File: config.mk
export PLATFORM = sky130hd
export DESIGN_NAME = irq_holdoff
export DESIGN_NICKNAME = d
export VERILOG_FILES = /design/src/rtl/irq_holdoff_pkg.sv /design/src/rtl/irq_holdoff_base.sv /design/src/rtl/irq_holdoff_cnt.sv /design/src/rtl/irq_holdoff.sv
export SDC_FILE = /design/constraint.sdc
export NUM_CORES = 1
export LEC_CHECK = 0
export BUFFER_PORTS_ARGS = -buffer_cell sky130_fd_sc_hd__buf_2
export CAP_MARGIN = 0
export CORE_MARGIN = 8
export CORE_UTILIZATION = 53
export DETAILED_ROUTE_END_ITERATION = 10
export GPL_ROUTABILITY_DRIVEN = 0
export PLACE_DENSITY_LB_ADDON = 0.3
export SETUP_SLACK_MARGIN = 0.1
export SLEW_MARGIN = 10
export SYNTH_ARGS = -nofsm -noshare
export SYNTH_HDL_FRONTEND = slang
export SYNTH_SLANG_ARGS = --single-unit
File: constraint.sdc
create_clock -name clk -period 2.8 [get_ports clk]
set_clock_uncertainty 0.2 [all_clocks]
set_input_delay 0.56 -clock clk [delete_from_list [all_inputs] [get_ports clk]]
set_output_delay 0.56 -clock clk [all_outputs]
set_load 0.02 [all_outputs]
File: src/rtl/irq_holdoff_pkg.sv
package irq_holdoff_pkg;

    localparam int DEF_MIN_RELOAD  = 10;
    localparam int DEF_STUCK_LIMIT = 1000;

    typedef enum logic [1:0] {
        BASE_KEEP = 2'd0,
        BASE_GROW = 2'd1,
        BASE_MIN  = 2'd2,
        BASE_TRIP = 2'd3
    } base_act_e;

    typedef struct packed {
        logic ien;
        logic commit;
        logic at_limit;
    } base_evt_t;

    typedef enum logic [1:0] {
        CNT_KEEP = 2'd0,
        CNT_LOAD = 2'd1,
        CNT_STEP = 2'd2
    } cnt_act_e;

    function automatic base_act_e base_decide(input base_evt_t e);
        if (e.ien)
            return BASE_MIN;
        else if (e.commit && e.at_limit)
            return BASE_TRIP;
        else if (e.commit)
            return BASE_GROW;
        else
            return BASE_KEEP;
    endfunction

    function automatic cnt_act_e cnt_decide(input logic load, input logic adv,
                                            input logic is_zero);
        if (load)
            return CNT_LOAD;
        else if (adv && !is_zero)
            return CNT_STEP;
        else
            return CNT_KEEP;
    endfunction

endpackage

File: src/rtl/irq_holdoff_base.sv
module irq_holdoff_base
    import irq_holdoff_pkg::*;
#(
    parameter int MIN_RELOAD  = DEF_MIN_RELOAD,
    parameter int STUCK_LIMIT = DEF_STUCK_LIMIT,
    parameter int CNT_W       = $clog2(STUCK_LIMIT + 1)
) (
    input  logic             clk,
    input  logic             rst,
    input  logic             commit_irq_seen,
    input  logic             ien_exec,
    output logic [CNT_W-1:0] base_val,
    output logic             trip_pulse
);
    localparam logic [CNT_W-1:0] MIN_V = CNT_W'(MIN_RELOAD);
    localparam logic [CNT_W-1:0] LIM_V = CNT_W'(STUCK_LIMIT);

    logic [CNT_W-1:0] base_q;
    logic             trip_q;
    base_evt_t        evt;
    base_act_e        act;

    always_comb begin
        evt.ien      = ien_exec;
        evt.commit   = commit_irq_seen;
        evt.at_limit = (base_q >= LIM_V);
        act          = base_decide(evt);
    end

    always_ff @(posedge clk) begin
        if (rst) begin
            base_q <= MIN_V;
            trip_q <= 1'b0;
        end else begin
            trip_q <= (act == BASE_TRIP);
            unique case (act)
                BASE_GROW: base_q <= base_q + 1'b1;
                BASE_MIN,
                BASE_TRIP: base_q <= MIN_V;
                default:   base_q <= base_q;
            endcase
        end
    end

    assign base_val   = base_q;
    assign trip_pulse = trip_q;
endmodule

File: src/rtl/irq_holdoff_cnt.sv
module irq_holdoff_cnt
    import irq_holdoff_pkg::*;
#(
    parameter int CNT_W = 10
) (
    input  logic             clk,
    input  logic             rst,
    input  logic             load,
    input  logic             advance,
    input  logic [CNT_W-1:0] load_val,
    output logic [CNT_W-1:0] count,
    output logic             drained
);
    logic [CNT_W-1:0] cnt_q;
    logic             zero;
    cnt_act_e         act;

    always_comb begin
        zero = (cnt_q == '0);
        act  = cnt_decide(load, advance, zero);
    end

    always_ff @(posedge clk) begin
        if (rst) begin
            cnt_q <= '0;
        end else begin
            unique case (act)
                CNT_LOAD: cnt_q <= load_val;
                CNT_STEP: cnt_q <= cnt_q - 1'b1;
                default:  cnt_q <= cnt_q;
            endcase
        end
    end

    assign count   = cnt_q;
    assign drained = zero;
endmodule

File: src/rtl/irq_holdoff.sv
module irq_holdoff
    import irq_holdoff_pkg::*;
#(
    parameter int MIN_RELOAD  = DEF_MIN_RELOAD,
    parameter int STUCK_LIMIT = DEF_STUCK_LIMIT
) (
    input  logic clk,
    input  logic rst,
    input  logic defer_evt,
    input  logic fe_advance,
    input  logic commit_irq_seen,
    input  logic ien_exec,
    input  logic irq_raw,
    input  logic irq_en,
    output logic irq_accept,
    output logic stuck_exc
);
    localparam int CNT_W = $clog2(STUCK_LIMIT + 1);

    logic [CNT_W-1:0] base_val;
    logic [CNT_W-1:0] hold_cnt;
    logic             hold_zero;

    irq_holdoff_base #(
        .MIN_RELOAD (MIN_RELOAD),
        .STUCK_LIMIT(STUCK_LIMIT),
        .CNT_W      (CNT_W)
    ) u_base (
        .clk            (clk),
        .rst            (rst),
        .commit_irq_seen(commit_irq_seen),
        .ien_exec       (ien_exec),
        .base_val       (base_val),
        .trip_pulse     (stuck_exc)
    );

    irq_holdoff_cnt #(
        .CNT_W(CNT_W)
    ) u_cnt (
        .clk     (clk),
        .rst     (rst),
        .load    (defer_evt),
        .advance (fe_advance),
        .load_val(base_val),
        .count   (hold_cnt),
        .drained (hold_zero)
    );

    assign irq_accept = irq_raw & irq_en & hold_zero;
endmodule

Word level (Yosys, flattened, before mapping). Index checks and enable logic that the tools add are counted. W data, S select, Z words.

Register bits after elaboration: 21. Bits in latches: 0. Bits in writable memories: 0. Bits in read-only memories: 0. Input bits: 8. Output and inout port bits: 2. Word-level logic and storage cells: 27. Memories kept: 0.

$add $sub $neg: 2. Multiply operators: 0. Div/mod/pow operators: 0. Magnitude comparators: 1. Eq/ne operators: 5. Shifts and indexed selects: 0. Multiplexer cells: 7. Bitwise logic cells: 2. Reductions and logical operators: 7.

Operators with widths (count): $pmux W10 S2 (2); $add A10 B1 Y10 const B (1); $ge A10 B10 Y1 const B (1); $logic_not A10 Y1 (1); $sub A10 B1 Y10 const B (1); $mux W2 (4); $eq A2 B2 Y1 const B (3); $eq A2 B1 Y1 const B (2); $reduce_bool A2 Y1 (2); $and A1 B1 Y1 (2); $logic_and A1 B1 Y1 (2); $reduce_or A2 Y1 (1); $logic_not A1 Y1 (1); $mux W1 (1).

Depth between registers and ports, before layout.
Word-level depth: 7. Mapped depth: 7.

Cells and area by module. Synthesis repeated with hierarchy kept, for this count alone.

Cell total of the unflattened synthesis: 130. Area total of the unflattened synthesis: 1129.8 µm².

Modules (own cells, without submodules): irq_holdoff_cnt (times used 1, cells an instance 70, area an instance 600.6 µm², seq. area each 200.2 µm²); irq_holdoff_base (times used 1, cells an instance 59, area an instance 523.0 µm², seq. area each 220.2 µm²); irq_holdoff (times used 1, cells an instance 1, area an instance 6.3 µm², seq. area each 0.0 µm²).

Least setup slack after synthesis. No wires, ideal clock.

Path kind: register -> output. Start: register u_cnt.cnt_q[0] (netlist: u_cnt.count[0]). End: output irq_accept. Arrival time: 1864 ps. Required time: 2040 ps. Setup slack: 176 ps. Cell stages (with the launch flop): 6. Cells stage by stage: dfxtp_1 inv_1 ha_1 or4b_1 clkbuf_2 nor4_1.

Cells in the longest elaborated chain, start to end: 2.

Ends and longest elaborated chain: from (decl) (line irq_holdoff_cnt.sv:14) `logic [CNT_W-1:0] cnt_q;`; from (signal assigned) (line irq_holdoff_cnt.sv:28) `CNT_LOAD: cnt_q <= load_val;`; from (signal assigned) (line irq_holdoff_cnt.sv:29) `CNT_STEP: cnt_q <= cnt_q - 1'b1;`; from (signal assigned) (line irq_holdoff_cnt.sv:30) `default: cnt_q <= cnt_q;`; $logic_not A10 Y1 (line irq_holdoff_cnt.sv:19) `zero = (cnt_q == '0);`; $and A1 B1 Y1 (line irq_holdoff.sv:49) `assign irq_accept = irq_raw & irq_en & hold_zero;`; to (decl) (line irq_holdoff.sv:15) `output logic irq_accept,`.

Every way passes these cells.

Worst setup path after layout. Ends and elaborated chain as after synthesis.

==> metrics <==
Routed WL per cell=approximately 14 um; Netlist cell types=43; Leak=roughly 0.46 nW; main combinational cell family by area after synthesis=compound AO/OA/AOI/OAI gates; VDD IR max=around 0.00031 V; clock root buffer master=clkbuf_4; Die Span Y=between 60 and 70 um; Vias/cell=approximately 5.8; H-Tree Depth=1; hold_sp=u_base.base_val[9]; hold path depth=2; initial DRC count=52; TNS Setup=0 ns; mux cell area share after synthesis=less than 1%; worst relative slew slack=56.42%; Post-synth ARST share=0%; core area=0.002148 mm^2; FILL cells=slightly above 200; setup ws final=around 0.19 ns; largest net degree at the start of global routing=16; Layout area overhead=9.402%; pwr/cell area=452.8 mW/mm^2; RSZ-0062 raised after global routing=false; initial antenna violation count=0; Initial Utilization=between 50% and 60%; Post-Syn Area per Cell=8.247 um^2; CTS tree=built; top post-synthesis cells by area=dfxtp_1 36%, nor2_1 5.8%, a21oi_1 3.4%; Syn Nets=between 150 and 200; critical-path cell list=inv_1 > ha_4 > or4b_4 > nor4_4 > buf_4; clk_lat worst skew=0.29 ns; CP Launch Point=u_cnt.count[0]; Yosys Warn Count=0; final hold vios=0; Seq/Total Area, Yosys=35.90%; mapped cell area=between 0.001 and 0.0015 mm^2; Pint=around 0.42 mW; Net Switching=0.1628 mW; Post-Syn Instances=142; simple-gate portion of the synthesized area=about a quarter; Final HPWL DP=1723 um; FP Rows=17; r2r worst-path depth=7; Worst Setup End Kind=output port; status=finished clean; worst slack, placed=0.3706 ns; actual slew at the worst max-slew pin=0.6494 ns; GRT Util Overall=12.91%; TritonCTS Buffers=3; Clock transition at path regs=between 0.1 and 0.15 ns; Primary FF master, synth=dfxtp_1; vias in the first global route=a little under 1000; CP peak stage delay=about 0.50 ns; most common cell after layout, fill and taps aside=dfxtp_1; Crit path arrival time=approximately 1.9 ns; Clk network pwr share=24.0%; # IOs=10; post-layout min period=2.615 ns; largest area contributor in the netlist=dfxtp_1; CP Class=flip-flop to output port; Synth Area in Compound Gates=between 20% and 30%; max_cap viols=0; FMAX=382.5 MHz; Seq pwr share=55.5%; EDFF count, synth=0; vias=between 1000 and 1500; Bufs on Longest Clock Path=2; min-delay worst type=flip-flop to flip-flop; final critical-path share of the clock period=just over 90%; Req. time, crit path=around 2.0 ns; WP buf/inv=2; Comb power frac=approximately a fifth; Net count, final=160; Synth top area share=35.90%; global-route wire length before repair=4305 um; worst-path fanout max=5; die width=around 63 um; Final setup viols=0; Antenna Cells=0; xor and xnor area share after synthesis=5.235%; #FFs+latches synth=21; clk sink count=21; Port Buffers=9; die area=~0.004 mm^2; GRT overflow=0; post-route ant nets=0; DRC=0; sw frac=between 20% and 30%; Post-Synth Adder-Cell Area=about 3.2%; share of layout cells above drive strength 1=between 15 and 20%; Crit Reg-Reg Startpoint=u_cnt.count[0]; max-slew violation count=0; most frequent cells in the layout=21 x dfxtp_1, 18 x nor2_1, 9 x nand2_1; critical path's slowest cell=or4b_4; Pre-antenna DRT Iters=4; critical path's top delay family=simple AND/OR/NAND/NOR gates; DRT Wirelength=2509 um; critical path startpoint category=flip-flop; instance count on the critical path=5
[path summary, 6_finish.rpt]
| kind | end | slack [ns] |
|---|---|---|
| worst max-delay path | irq_accept | 0.19 |
| worst min-delay path | u_base.base_val[9] | 0.33 |
| worst max register to register | u_cnt.count[1] | 0.53 |
| worst min register to register | u_base.base_val[9] | 0.33 |
[flip-flops by register name (all words and copies together) (netlist names)]
register	flops
u_cnt.count	10
u_base.base_val	10
u_base.trip_pulse	1
[worst min-delay path: stages (launching register included)]
cell     delay (ns)
dfxtp_1        0.38
a31oi_1        0.05
nor2_1         0.07
[layout make-up]
class                      instances  area (um^2)  share of cell area, %
multi-input combinational        103        699.4                  54.59
tap                               28        35.03                  2.734
clock buffer                       4        26.28                  2.051
inverter                           8        30.03                  2.344
timing repair buffer              12        70.07                  5.469
sequential                        21        420.4                  32.81
[cell usage after synthesis (2+ instances only)]
master,number
a211oi_1,3
a21oi_1,8
a31oi_1,2
and3_1,2
clkbuf_1,6
dfxtp_1,21
ha_1,3
inv_1,8
nand2_1,9
nand3_1,3
nand3b_1,2
nor2_1,18
nor3_1,5
nor3b_1,2
nor4_1,3
nor4b_1,3
o2111ai_1,2
o21a_1,2
o21ai_0,8
o31ai_1,3
or4_1,2
xnor2_1,4
xor2_1,3
[per-layer routing]
layer | part of all wire [%] | global-route usage (%) | wire (um)
met1 | 51 | 15.62 | 1271
met5 | 0 | 0 | 0
met2 | 47 | 21.38 | 1174
met4 | 0.72 | 5.128 | 18
met3 | 1.8 | 2.867 | 45
[power by group through the flow]
stage	clock network, mW	logic [mW]	registers (mW)
after floorplan	0	0.0833	0.323
after global placement	0	0.0934	0.327
after detailed placement	0	0.0957	0.328
after CTS	0.145	0.0992	0.321
after global routing	0.160	0.130	0.324
final	0.139	0.118	0.322
[kinds of logic (layout without fill, tap and decap cells)]
| logic type | count (synthesis) | after routing |
|---|---|---|
| buffers and inverters | 18 | 24 |
| AOI/OAI and AO/OA | 39 | 39 |
| DFF | 21 | 21 |
| xor gates and xnor gates | 7 | 7 |
| adders and majority gates | 3 | 3 |
| and+or+nand+nor | 53 | 53 |
| muxes | 1 | 1 |
[timing repair]
| action | CTS | global route |
|---|---|---|
| hold buffers | 0 | 0 |
| gates cloned | 0 | 0 |
| setup buffers | 0 | 3 |
| endpoints found under the setup margin | 1 | 1 |
| gates resized for setup | 2 | 4 |
[through the flow]
step                      utilization, %  hold slack, ns  power [mW]  instances  cell area [um^2]
after global placement             55.79          0.2899      0.4205        169              1199
after global routing               59.64          0.3298      0.6147        176              1281
after floorplan                        -          0.2591      0.4063        142              1171
after CTS                          57.31          0.3272      0.5657        173              1231
final                              59.64          0.3331      0.5801        176              1281
after detailed placement           55.79          0.3012      0.4239        169              1199
(Power assumes the default switching activity.)
